<file path="src/rtl/uart_rx_addr.sv">
module uart_rx_addr #(
  parameter int DEPTH = 4
) (
  input  logic       clk,
  input  logic       rst_n,
  input  logic       rx_in,
  input  logic       tick,
  input  logic       cfg_fast,
  input  logic [1:0] cfg_fmt,
  input  logic       cfg_inv,
  input  logic       cfg_addr_en,
  input  logic [1:0] cfg_isel,
  input  logic       rd_en,
  input  logic       clr_ovf,
  output logic [8:0] rd_data,
  output logic       rd_perr,
  output logic       rd_ferr,
  output logic       data_avail,
  output logic       ovf,
  output logic       idle,
  output logic       irq
);
  localparam int AW = $clog2(DEPTH);
  localparam int CW = AW + 1;

  logic s1, s2, busy, v0, v1, pbit;
  logic [3:0] tcnt, bitn;
  logic [8:0] sh;

  wire       nine     = cfg_fmt == 2'b11;
  wire       has_par  = cfg_fmt == 2'b01 || cfg_fmt == 2'b10;
  wire [3:0] nd       = nine ? 4'd9 : 4'd8;
  wire [3:0] last_bit = nd + {3'b000, has_par} + 4'd1;
  wire       dec      = cfg_fast ? tcnt == 4'd2 : tcnt == 4'd9;
  wire       wrap     = cfg_fast ? tcnt == 4'd3 : tcnt == 4'd15;
  wire       maj      = cfg_fast ? s2 : (v0 & v1) | (v0 & s2) | (v1 & s2);
  wire       done     = busy & tick & dec & bitn == last_bit;
  wire [8:0] word     = nine ? sh : {1'b0, sh[8:1]};
  wire       perr_w   = has_par & (^sh[8:1] ^ pbit ^ cfg_fmt[1]);

  always_ff @(posedge clk or negedge rst_n)
    if (!rst_n) begin
      s1 <= 1'b1;
      s2 <= 1'b1;
    end else begin
      s1 <= rx_in ^ cfg_inv;
      s2 <= s1;
    end

  always_ff @(posedge clk or negedge rst_n)
    if (!rst_n) begin
      busy <= 1'b0;
      tcnt <= '0;
      bitn <= '0;
      v0   <= 1'b0;
      v1   <= 1'b0;
      pbit <= 1'b0;
      sh   <= '0;
    end else if (tick) begin
      if (!busy) begin
        if (!s2) begin
          busy <= 1'b1;
          tcnt <= 4'd1;
          bitn <= '0;
        end
      end else begin
        tcnt <= wrap ? 4'd0 : tcnt + 4'd1;
        if (wrap) bitn <= bitn + 4'd1;
        if (tcnt == 4'd7) v0 <= s2;
        if (tcnt == 4'd8) v1 <= s2;
        if (dec) begin
          if (bitn == 4'd0) begin
            if (maj) busy <= 1'b0;
          end else if (bitn <= nd) sh <= {maj, sh[8:1]};
          else if (bitn == last_bit) busy <= 1'b0;
          else pbit <= maj;
        end
      end
    end

  logic [10:0]   mem [DEPTH];
  logic [AW-1:0] wp, rp;
  logic [CW-1:0] cnt;

  wire accept  = !(nine & cfg_addr_en & !word[8]);
  wire full    = cnt == CW'(DEPTH);
  wire pop     = rd_en & (cnt != '0);
  wire push    = done & accept & !ovf & (!full | pop);
  wire ovf_set = done & accept & !ovf & full & !pop;

  always_ff @(posedge clk)
    if (push) mem[wp] <= {!maj, perr_w, word};

  always_ff @(posedge clk or negedge rst_n)
    if (!rst_n) begin
      wp  <= '0;
      rp  <= '0;
      cnt <= '0;
      ovf <= 1'b0;
    end else begin
      if (push) wp <= wp + AW'(1);
      if (pop) rp <= rp + AW'(1);
      if (push && !pop) cnt <= cnt + CW'(1);
      else if (!push && pop) cnt <= cnt - CW'(1);
      ovf <= clr_ovf ? 1'b0 : (ovf | ovf_set);
    end

  assign {rd_ferr, rd_perr, rd_data} = mem[rp];
  assign data_avail = cnt != '0;
  assign idle       = !busy;

  always_comb
    case (cfg_isel)
      2'b10:   irq = cnt >= CW'(DEPTH - 1);
      2'b11:   irq = full;
      default: irq = cnt != '0;
    endcase
endmodule

</file>
<file path="config.mk">
export PLATFORM = sky130hd
export DESIGN_NAME = uart_rx_addr
export DESIGN_NICKNAME = d
export VERILOG_FILES = /design/src/rtl/uart_rx_addr.sv
export SDC_FILE = /design/constraint.sdc
export NUM_CORES = 1
export LEC_CHECK = 0
export ABC_AREA = 1
export BUFFER_PORTS_ARGS = -buffer_cell sky130_fd_sc_hd__buf_2
export CAP_MARGIN = 30
export CORE_MARGIN = 4
export CORE_UTILIZATION = 25
export CTS_CLUSTER_DIAMETER = 120
export CTS_CLUSTER_SIZE = 40
export DETAILED_ROUTE_END_ITERATION = 16
export HOLD_SLACK_MARGIN = 0.05
export PLACE_DENSITY_LB_ADDON = 0.25
export SYNTH_ARGS = -nofsm -noshare
export SYNTH_HDL_FRONTEND = slang
export SYNTH_SLANG_ARGS = --single-unit
</file>
<file path="constraint.sdc">
create_clock -name clk -period 5.35 [get_ports clk]
set_input_delay 0 -clock clk [delete_from_list [all_inputs] [get_ports clk]]
set_output_delay 0 -clock clk [all_outputs]
set_load 0.02 [all_outputs]
</file>
Word level (Yosys, flattened, before mapping)
Memory sizes are Yosys's and may differ from the RTL's.
Index checks and enable logic that the tools add are counted.
Operators by class
  $lt $le $gt $ge: 2
  bitwise logic cells: 25
  add/sub/neg operators: 8
  multiplexer cells: 24
  equality and inequality tests: 15
  reductions and logical operators: 21
Operators by type and width (number)
  4-bit two-way mux: 6
  1-bit bitwise AND: 15
  1-bit two-way mux: 14
  4-bit by 1-bit adder with 4-bit output, second input constant: 3
  4-bit equality test, second input constant: 3
  9-bit two-way mux: 1
  3-bit AND reduction: 3
  2-bit equality test, second input constant: 4
  4-bit by 2-bit equality test with 1-bit output, second input constant: 2
  1-bit zero test: 8
  8-bit XOR reduction: 1
  3-bit two-way mux: 2
  6-bit AND reduction: 1
  5-bit AND reduction: 1
  2-bit by 1-bit adder with 2-bit output, second input constant: 2
  4-bit by 1-bit adder with 4-bit output: 1
  4-bit by 3-bit equality test with 1-bit output, second input constant: 1
  4-bit equality test: 1
  4-bit <= comparator: 1
  4-bit zero test: 1
  2-bit by 1-bit inequality test with 1-bit output, second input constant: 2
  1-bit bitwise OR: 4
  3-bit by 1-bit adder with 3-bit output, second input constant: 1
  3-bit equality test, second input constant: 1
  other kinds (11): 16
Storage, ports and cells
  memories: 1
  word-level logic and storage cells: 109
  input port bits: 13
  output and inout port bits: 15
  RAM bits: 44
  register bits after elaboration: 31
Memories
  mem: words 4, bits a word 11, rd ports 1, clocked after Yosys merged registers in 0, write ports 1, line 81  | logic [10:0] mem [DEPTH];

Depth between registers and ports, before layout
Gate-level depths: netlist (run 1).
  word-level depth: 13
  depth in mapped cells: 12
  mapped depth without buffers: 12

Worst setup path before layout (run 1)
Ideal clock, no wire load.
  path type: register to register
  start point: reg tcnt[0]
  end point: reg cnt[2]
  setup slack: 3.276 ns
  cell stages (with the launch flop): 12
  clock period less this slack: 2.074 ns
  buffers on the path: 0
  arrival time: 1.943 ns
  path through: dfrtp_1 -> nand2_1 -> nand3_2 -> nor2_8 -> nand2_2 -> nor3_4 -> ha_1 -> inv_1 -> fa_1 -> a21oi_1 -> o21ai_0 -> xor2_1
On the way
  cells in the longest elaborated chain, start to end: 10
  elaborated cells between the ends (all ways): 13
  classes of those cells: 2 x eq/ne; 2 x mux; 5 x bitwise; 4 x reduce/logical
RTL lines
  start, declared: line 27  | logic [3:0] tcnt, bitn;
  start signal, assigned: line 67  | tcnt <= wrap ? 4'd0 : tcnt + 4'd1;
  4-bit equality test or 4-bit by 2-bit equality test with 1-bit output (tied branches): line 34  | wire dec = cfg_fast ? tcnt == 4'd2 : tcnt == 4'd9;
  1-bit two-way mux (*): line 34
  1-bit bitwise AND (*) (2 in series): line 37  | wire done = busy & tick & dec & bitn == last_bit;
  1-bit bitwise AND (*) (3 in series): line 88  | wire push = done & accept & !ovf & (!full | pop);
  named net push: line 88
  1-bit zero test: line 104  | else if (!push && pop) cnt <= cnt - CW'(1);
  1-bit logical AND: line 104
  2-bit nonzero test (no source line)
  end signal, assigned: line 103  | if (push && !pop) cnt <= cnt + CW'(1);
  end signal, assigned: line 104
  end, declared: line 83  | logic [CW-1:0] cnt;
The timed path passes the listed nets; every way through them passes the cells marked *.
A chain may end at the register's enable or synchronous reset.

Worst setup path after layout (run 1)
  start point: reg rp[0]
  end point: out rd_perr
On the way
  cells in the longest elaborated chain, start to end: 1
RTL lines
  start, declared: line 82  | logic [AW-1:0] wp, rp;
  start signal, assigned: line 102  | if (pop) rp <= rp + AW'(1);
  memory 4 x 11 bit
  end, declared: line 16  | output logic rd_perr,
No other way between the ends.

==> impl_metrics.yaml, run 1 <==
status:
  status: "complete, no violations"
clock_tree:
  cts.clk_slew.worst_paths_ps: 60
  numCtsBuffers: 9
  tritoncts: "yes"
  cts_sinks: 75
  htree_levels: 3
  clock_path_buffers: 2
  cts_root_buf: "clkbuf_16"
  clk_latency_ps: 340
  post_cts_buffers: 0
die:
  fp-row-count: 43
  die_area_mm2: 0.0166
  ioPinCount: 28
  core_mm2: 0.0141
  dieWidth_um: 129
  start_util: 0.259
  die_h_um: 129
global_route:
  grt_pass1_vias: 2466
  gr-total-overflow: 0
  grt_pass1_wl_um: 12800
  grt_max_degree: 32
  grt_usage: 0.0990
  antenna_found_initial: 0
cells_and_area:
  multi_input_area_mm2: 0.00135
  nFillCells: 1475
  final_nets: 428
  final_area_mm2: 0.00436
  area_growth_pct: 19.3
  antenna_cells: 0
  final_cells: 587
  drive_above_1_share: 0.194
  post-route-util: 0.309
  regArea_mm2: 0.00210
route:
  drt_first_pass_iters: 4
  postRouteAntennaNets: 0
  routed_wl_um: 7580
  wire_per_inst_um: 12.9
  vias: 2507
  viasPerCell: 4.27
  drc: 0
  drt_iter0_drc: 117
timing:
  clock_skew_ps: 6.29
  finalCritPeriodShare: 0.440
  fin_hold_ws_ps: 104
  finalSetupViolCount: 0
  setup_tns_ps: 0
  rsz0062_at_grt: "false"
  final_hold_viol_count: 0
  max_freq_mhz: 425
  fin_crit_ps: 2360
  worst_pin_slew_ps: 773
  slew_violations: 0
  relSlewSlack: 0.485
pwr:
  ir_drop_mv: 0.153
  power_leakage_uw: 0.00177
  pwr_density_cell_mw_per_mm2: 507
yosys:
  synth_most_common_cell: "nand2_1"
  synth.area.top_cells: "edfxtp_1 36%, dfrtp_1 20%, nand2_1 6.9%"
  synth_top_family_by_area: "simple AND/OR/NAND/NOR gates"
  synthXorXnorAreaFrac: 0.0264
  yosys.cell_types.count: 36
  yosys.area.top_type_share: 0.362
  yosys.area_share.simple: 0.167
  synth-seq-area-share: 0.575
  synth_nets: 389
  synth_commonest_cells: "67 x nand2_1, 44 x edfxtp_1, 43 x nor2_1"
  synth_top_area_cell: "edfxtp_1"
  async_flop_share: 0.413
  synthAdderAreaFrac: 0.0466
  synthFlopType: "edfxtp_1"
  synth_mux_area_frac: 0.00308
  synth_seq_cells: 75
  synthesis.area_mm2: 0.00365
  synth_cells: 363
  synth-compound-area-share: 0.125
  ys_warn_count: 0
  avgSynthCellArea_um2: 10.1
  synth_edf_count: 44
placement:
  portBuffers: 27
  dp.cells: 565
  place_area_mm2: 0.00401
  hpwl_um: 5440
  gp_congestion: 0.751
worst_setup_path:
  rr_worst_depth: 11
  critPathKind: "flop to output port"
  regToRegSetupSlack_ps: 3090
  required_ps: 5350
  crit_arrival_ps: 2360
  critical_path.max_fanout: 24
  endpoint_kind: "output port"
  start_kind: "flop"
worst_hold_path:
  min_path_cells: 4
  hp-class: "input pin to flop"
job:
  cap_viol_max_count: 0
==> cells in the final DEF, fill, tap and decap left out, types with 2 or more instances in the layout <==
cell type       n
a21oi_1         9
buf_2          27
buf_6           3
clkbuf_16       9
dfrtp_1        29
dfstp_2         2
dlygate4sd3_1   6
edfxtp_1       44
ha_1           12
inv_1          36
inv_2           5
inv_6           4
nand2_1        67
nand2_2         3
nand3_1         8
nand4_1         3
nor2_1         43
nor2_2          2
o21ai_0        42
o21ai_2         9
o22ai_1        13
xnor2_1         4
xor2_1          7
==> final cells by class <==
class,instances,area share
Sequential cell,75,0.482
Multi-Input combinational cell,236,0.309
Timing Repair Buffer,37,0.0543
Clock buffer,9,0.0517
Tap cell,180,0.0517
Inverter,43,0.0382
Clock inverter,7,0.0135
==> final timing paths <==
check | to | startpoint
worst max-delay path | rd_perr | rp[0]
worst min-delay path | ovf | cfg_addr_en
worst max register to register | cnt[2] | tcnt[0]
worst min register to register | s2 | s1
max in group asynchronous | v1 | rst_n
min in group asynchronous | sh[3] | rst_n
==> report_power, final <==
part	switching [uW]	internal, uW	total, uW
Clock	255	323	578
Combinational	514	267	781
Sequential	123	727	850
Total	892	1320	2210
==> cells by family (layout without fill, tap and decap cells) <==
logic type	after synthesis	after routing
mux	1	1
buf+inv	52	96
simple gates	134	134
xor+xnor	11	11
flops	75	75
fa+ha+maj	13	13
compound gates	77	77
==> routing by layer <==
layer,global-route usage,up-vias,wire length [um]
met1,0.134,1176,3750
met2,0.151,30,3420
li1,-,1290,-
met5,0,-,0
met3,0.0324,11,313
met4,0.0296,0,100
==> critical path: stages (launching register included) <==
cell and delay (ps):
dfrtp_1 840, inv_1 570, o21ai_0 310, o22ai_1 120, buf_2 180
==> through the flow <==
stage / setup slack [ps] / power, uW
5_1_grt: 2700 / 2400
6_report: 2990 / 2210
4_1_cts: 2960 / 2250
3_5_place_dp: 3070 / 1660
2_1_floorplan: 3280 / 1420
3_3_place_gp: 2960 / 1640
==> sequential cells by signal (all words and copies together), names as in the netlist <==
name,count
mem,44
sh,9
bitn,4
tcnt,4
cnt,3
rp,2
wp,2
busy,1
ovf,1
pbit,1
s1,1
s2,1
v0,1
v1,1
==> what timing repair did <==
item	4_1_cts	5_1_grt
gates resized for setup	0	0
hold buffers	6	0
hold endpoints to repair	35	0
Note: power is estimated with default switching activity, not from simulation.
==> run 2: changes to the inputs <==
Settings changed: ABC_AREA 1 to 0.
Clock period 5.35 ns to 2.1 ns, I/O delays scaled along.
==> run 2 against run 1 <==
  * The flow now finishes with violations (negative setup slack)
  * Critical path depth increased by 5
  * Area after synthesis decreased by 3.3%
  * Via count decreased by 12%
  * Hold slack improved by 25 ps
  * Sequential power increased by 120%
  * Largest cell class unchanged
  * Critical endpoint is now cnt[2]
==> impl_metrics.yaml, run 2 <==
timing:
  finalCritPeriodShare: 1.14
  fin_hold_ws_ps: 130
  fin_ws_ps: -295
  fin_crit_ps: 2390
  relSlewSlack: 0.520
  setup_tns_ps: -587
  finalSetupViolCount: 17
  max_freq_mhz: 418
  rsz0062_at_grt: "true"
  clock_skew_ps: 5.02
  final_hold_viol_count: 0
  worst_pin_slew_ps: 720
  slew_violations: 0
cells_and_area:
  final_nets: 341
  largest-register: "mem"
  drive_above_1_share: 0.406
  final_common_cell: "edfxtp_1"
  antenna_cells: 0
  reg.largest.list: "mem (44), sh (9)"
  area_growth_pct: 31.7
  final_cell_mix: "44 x edfxtp_1, 30 x buf_4, 29 x dfrtp_1"
  largest_reg_flops: 44
yosys:
  synthesis.area_mm2: 0.00353
  yosys.area.top_type_share: 0.374
  yosys.cell_types.count: 49
  synth_top_area_cell: "edfxtp_1"
  synth_edf_count: 44
  async_flop_share: 0.413
  avgSynthCellArea_um2: 14.9
  synth_most_common_cell: "edfxtp_1"
  synthFlopType: "edfxtp_1"
  synth_commonest_cells: "44 x edfxtp_1, 29 x dfrtp_1, 20 x mux2_2"
  synth-seq-area-share: 0.594
  synth_cells: 237
  ys_warn_count: 0
  synth.area.top_cells: "edfxtp_1 37%, dfrtp_1 21%, mux4_2 7.0%"
  synth_seq_cells: 75
  synth_nets: 263
worst_setup_path:
  crit_arrival_ps: 2620
  rr_worst_depth: 9
  critical_path.max_fanout: 3
  required_ps: 2320
  start_kind: "flop"
  endpoint_kind: "flop"
  cp_slowest_cell: "a2111oi_4"
  reg2reg_from: "tcnt[3]"
  crit_path_max_incr_delay_ps: 410
  path_common_cell: "xor2_1"
  r2r-end: "cnt[2]"
  regToRegSetupSlack_ps: -290
  critPathKind: "flop to flop"
  worstPathCellList: "nand3b_1 -> a2111oi_4 -> nor4b_4 -> ha_2 -> inv_2 -> fa_2 -> xor2_1 -> nor2_1 -> xor2_1"
route:
  vias: 2196
  wire_per_inst_um: 14.6
  routed_wl_um: 7290
  drt_first_pass_iters: 4
  postRouteAntennaNets: 0
  drt_iter0_drc: 127
  drc: 0
  viasPerCell: 4.39
status:
  status: "finished with violations"
  violations: "negative setup slack"
die:
  die_h_um: 127
  die_area_mm2: 0.0161
  ioPinCount: 28
  fp-row-count: 43
  core_mm2: 0.0139
  dieWidth_um: 127
  start_util: 0.255
clock_tree:
  cts_root_buf: "clkbuf_16"
  clk_latency_ps: 330
  cts_sinks: 75
  htree_levels: 3
  cts.clk_slew.worst_paths_ps: 60
  tritoncts: "yes"
  numCtsBuffers: 9
  clock_path_buffers: 2
pwr:
  p_total_uw: 4840
  ir_drop_mv: 0.437
  power_leakage_uw: 0.00192
  pwr_density_cell_mw_per_mm2: 1040
worst_hold_path:
  hold_start: "cfg_addr_en"
  min_path_cells: 4
  hp-class: "input pin to flop"
  whs_endpoint: "ovf"
global_route:
  gr-total-overflow: 0
  antenna_found_initial: 0
  grt_pass1_wl_um: 11000
  grt_max_degree: 32
  grt_usage: 0.0880
  grt_pass1_vias: 2141
job:
  cap_viol_max_count: 0
placement:
  hpwl_um: 4770
  gp_congestion: 0.780
  portBuffers: 27
-- run 2: routing by layer --
| layer | GRT usage | share of wire | up-vias |
|---|---|---|---|
| met2 | 0.134 | 0.48 | 41 |
| met3 | 0.0320 | 0.044 | 5 |
| met1 | 0.117 | 0.46 | 1101 |
| met4 | 0.0284 | 0.011 | 0 |
| li1 | - | - | 1049 |
| met5 | 0 | 0 | - |
-- run 2: area by class of cell --
class	instances	area, um^2
Tap cell	180	225
Clock buffer	9	225
Sequential cell	75	2100
Clock inverter	7	61.3
Fill cell	1389	9230
Timing Repair Buffer	73	624
Inverter	14	52.6
Multi-Input combinational cell	142	1360
-- run 2: where the power goes --
part / internal (uW) / total [uW] / leakage (uW) / switching, uW
clock network: 822 / 1470 / 0.000140 / 649
registers: 1750 / 1910 / 0.000791 / 165
logic: 738 / 1460 / 0.000994 / 723
total: 3310 / 4840 / 0.00192 / 1540
-- run 2: repair_timing --
action / CTS / global route
resized for setup: 1 / 7
endpoints found under the hold margin: 32 / 0
gates cloned: 0 / 4
setup endpoints to repair: 46 / 47
hold buffers: 5 / 0
setup buffers: 3 / 2
pin swaps: 4 / 7
-- run 2: how the worst max path moves through the flow --
| stage | startpoint | slack (ps) | cells past startpoint | endpoint |
|---|---|---|---|---|
| 2_1_floorplan | tcnt[3] | -400 | 9 | cnt[2] |
| 3_3_place_gp | tcnt[3] | -240 | 9 | cnt[2] |
| 3_5_place_dp | tcnt[3] | -290 | 9 | cnt[2] |
| 4_1_cts | tcnt[3] | -300 | 10 | cnt[2] |
| 5_1_grt | tcnt[3] | -470 | 9 | cnt[2] |
| 6_report | tcnt[3] | -290 | 9 | cnt[2] |
-- run 2: critical path: cells and delay by family, from the launching register on --
kind | cells | cell delay [ps]
adder cells (fa/ha/maj) | 2 | 570
AND/OR/NAND/NOR | 3 | 560
flip-flops | 1 | 400
XOR/XNOR | 2 | 310
AO/OA/AOI/OAI | 1 | 410
buffers and inverters | 1 | 40
-- run 2: per-stage QoR --
step / setup slack (ps) / util / cell area (um^2) / cells
floorplan: -398 / - / 3540 / 237
global placement: -242 / 0.299 / 4160 / 470
detailed placement: -290 / 0.299 / 4160 / 470
CTS: -304 / 0.326 / 4520 / 494
global route: -467 / 0.335 / 4650 / 500
finish: -295 / 0.335 / 4650 / 500
-- run 2: logic make-up (layout without fill, tap and decap cells) --
logic type	after synthesis	count (layout)	synth area share
simple gates	50	50	0.0853
buf+inv	20	103	0.0241
flops	75	75	0.594
fa+ha+maj	13	13	0.0482
xor+xnor	15	15	0.0411
mux	34	34	0.144
compound gates	30	30	0.0634
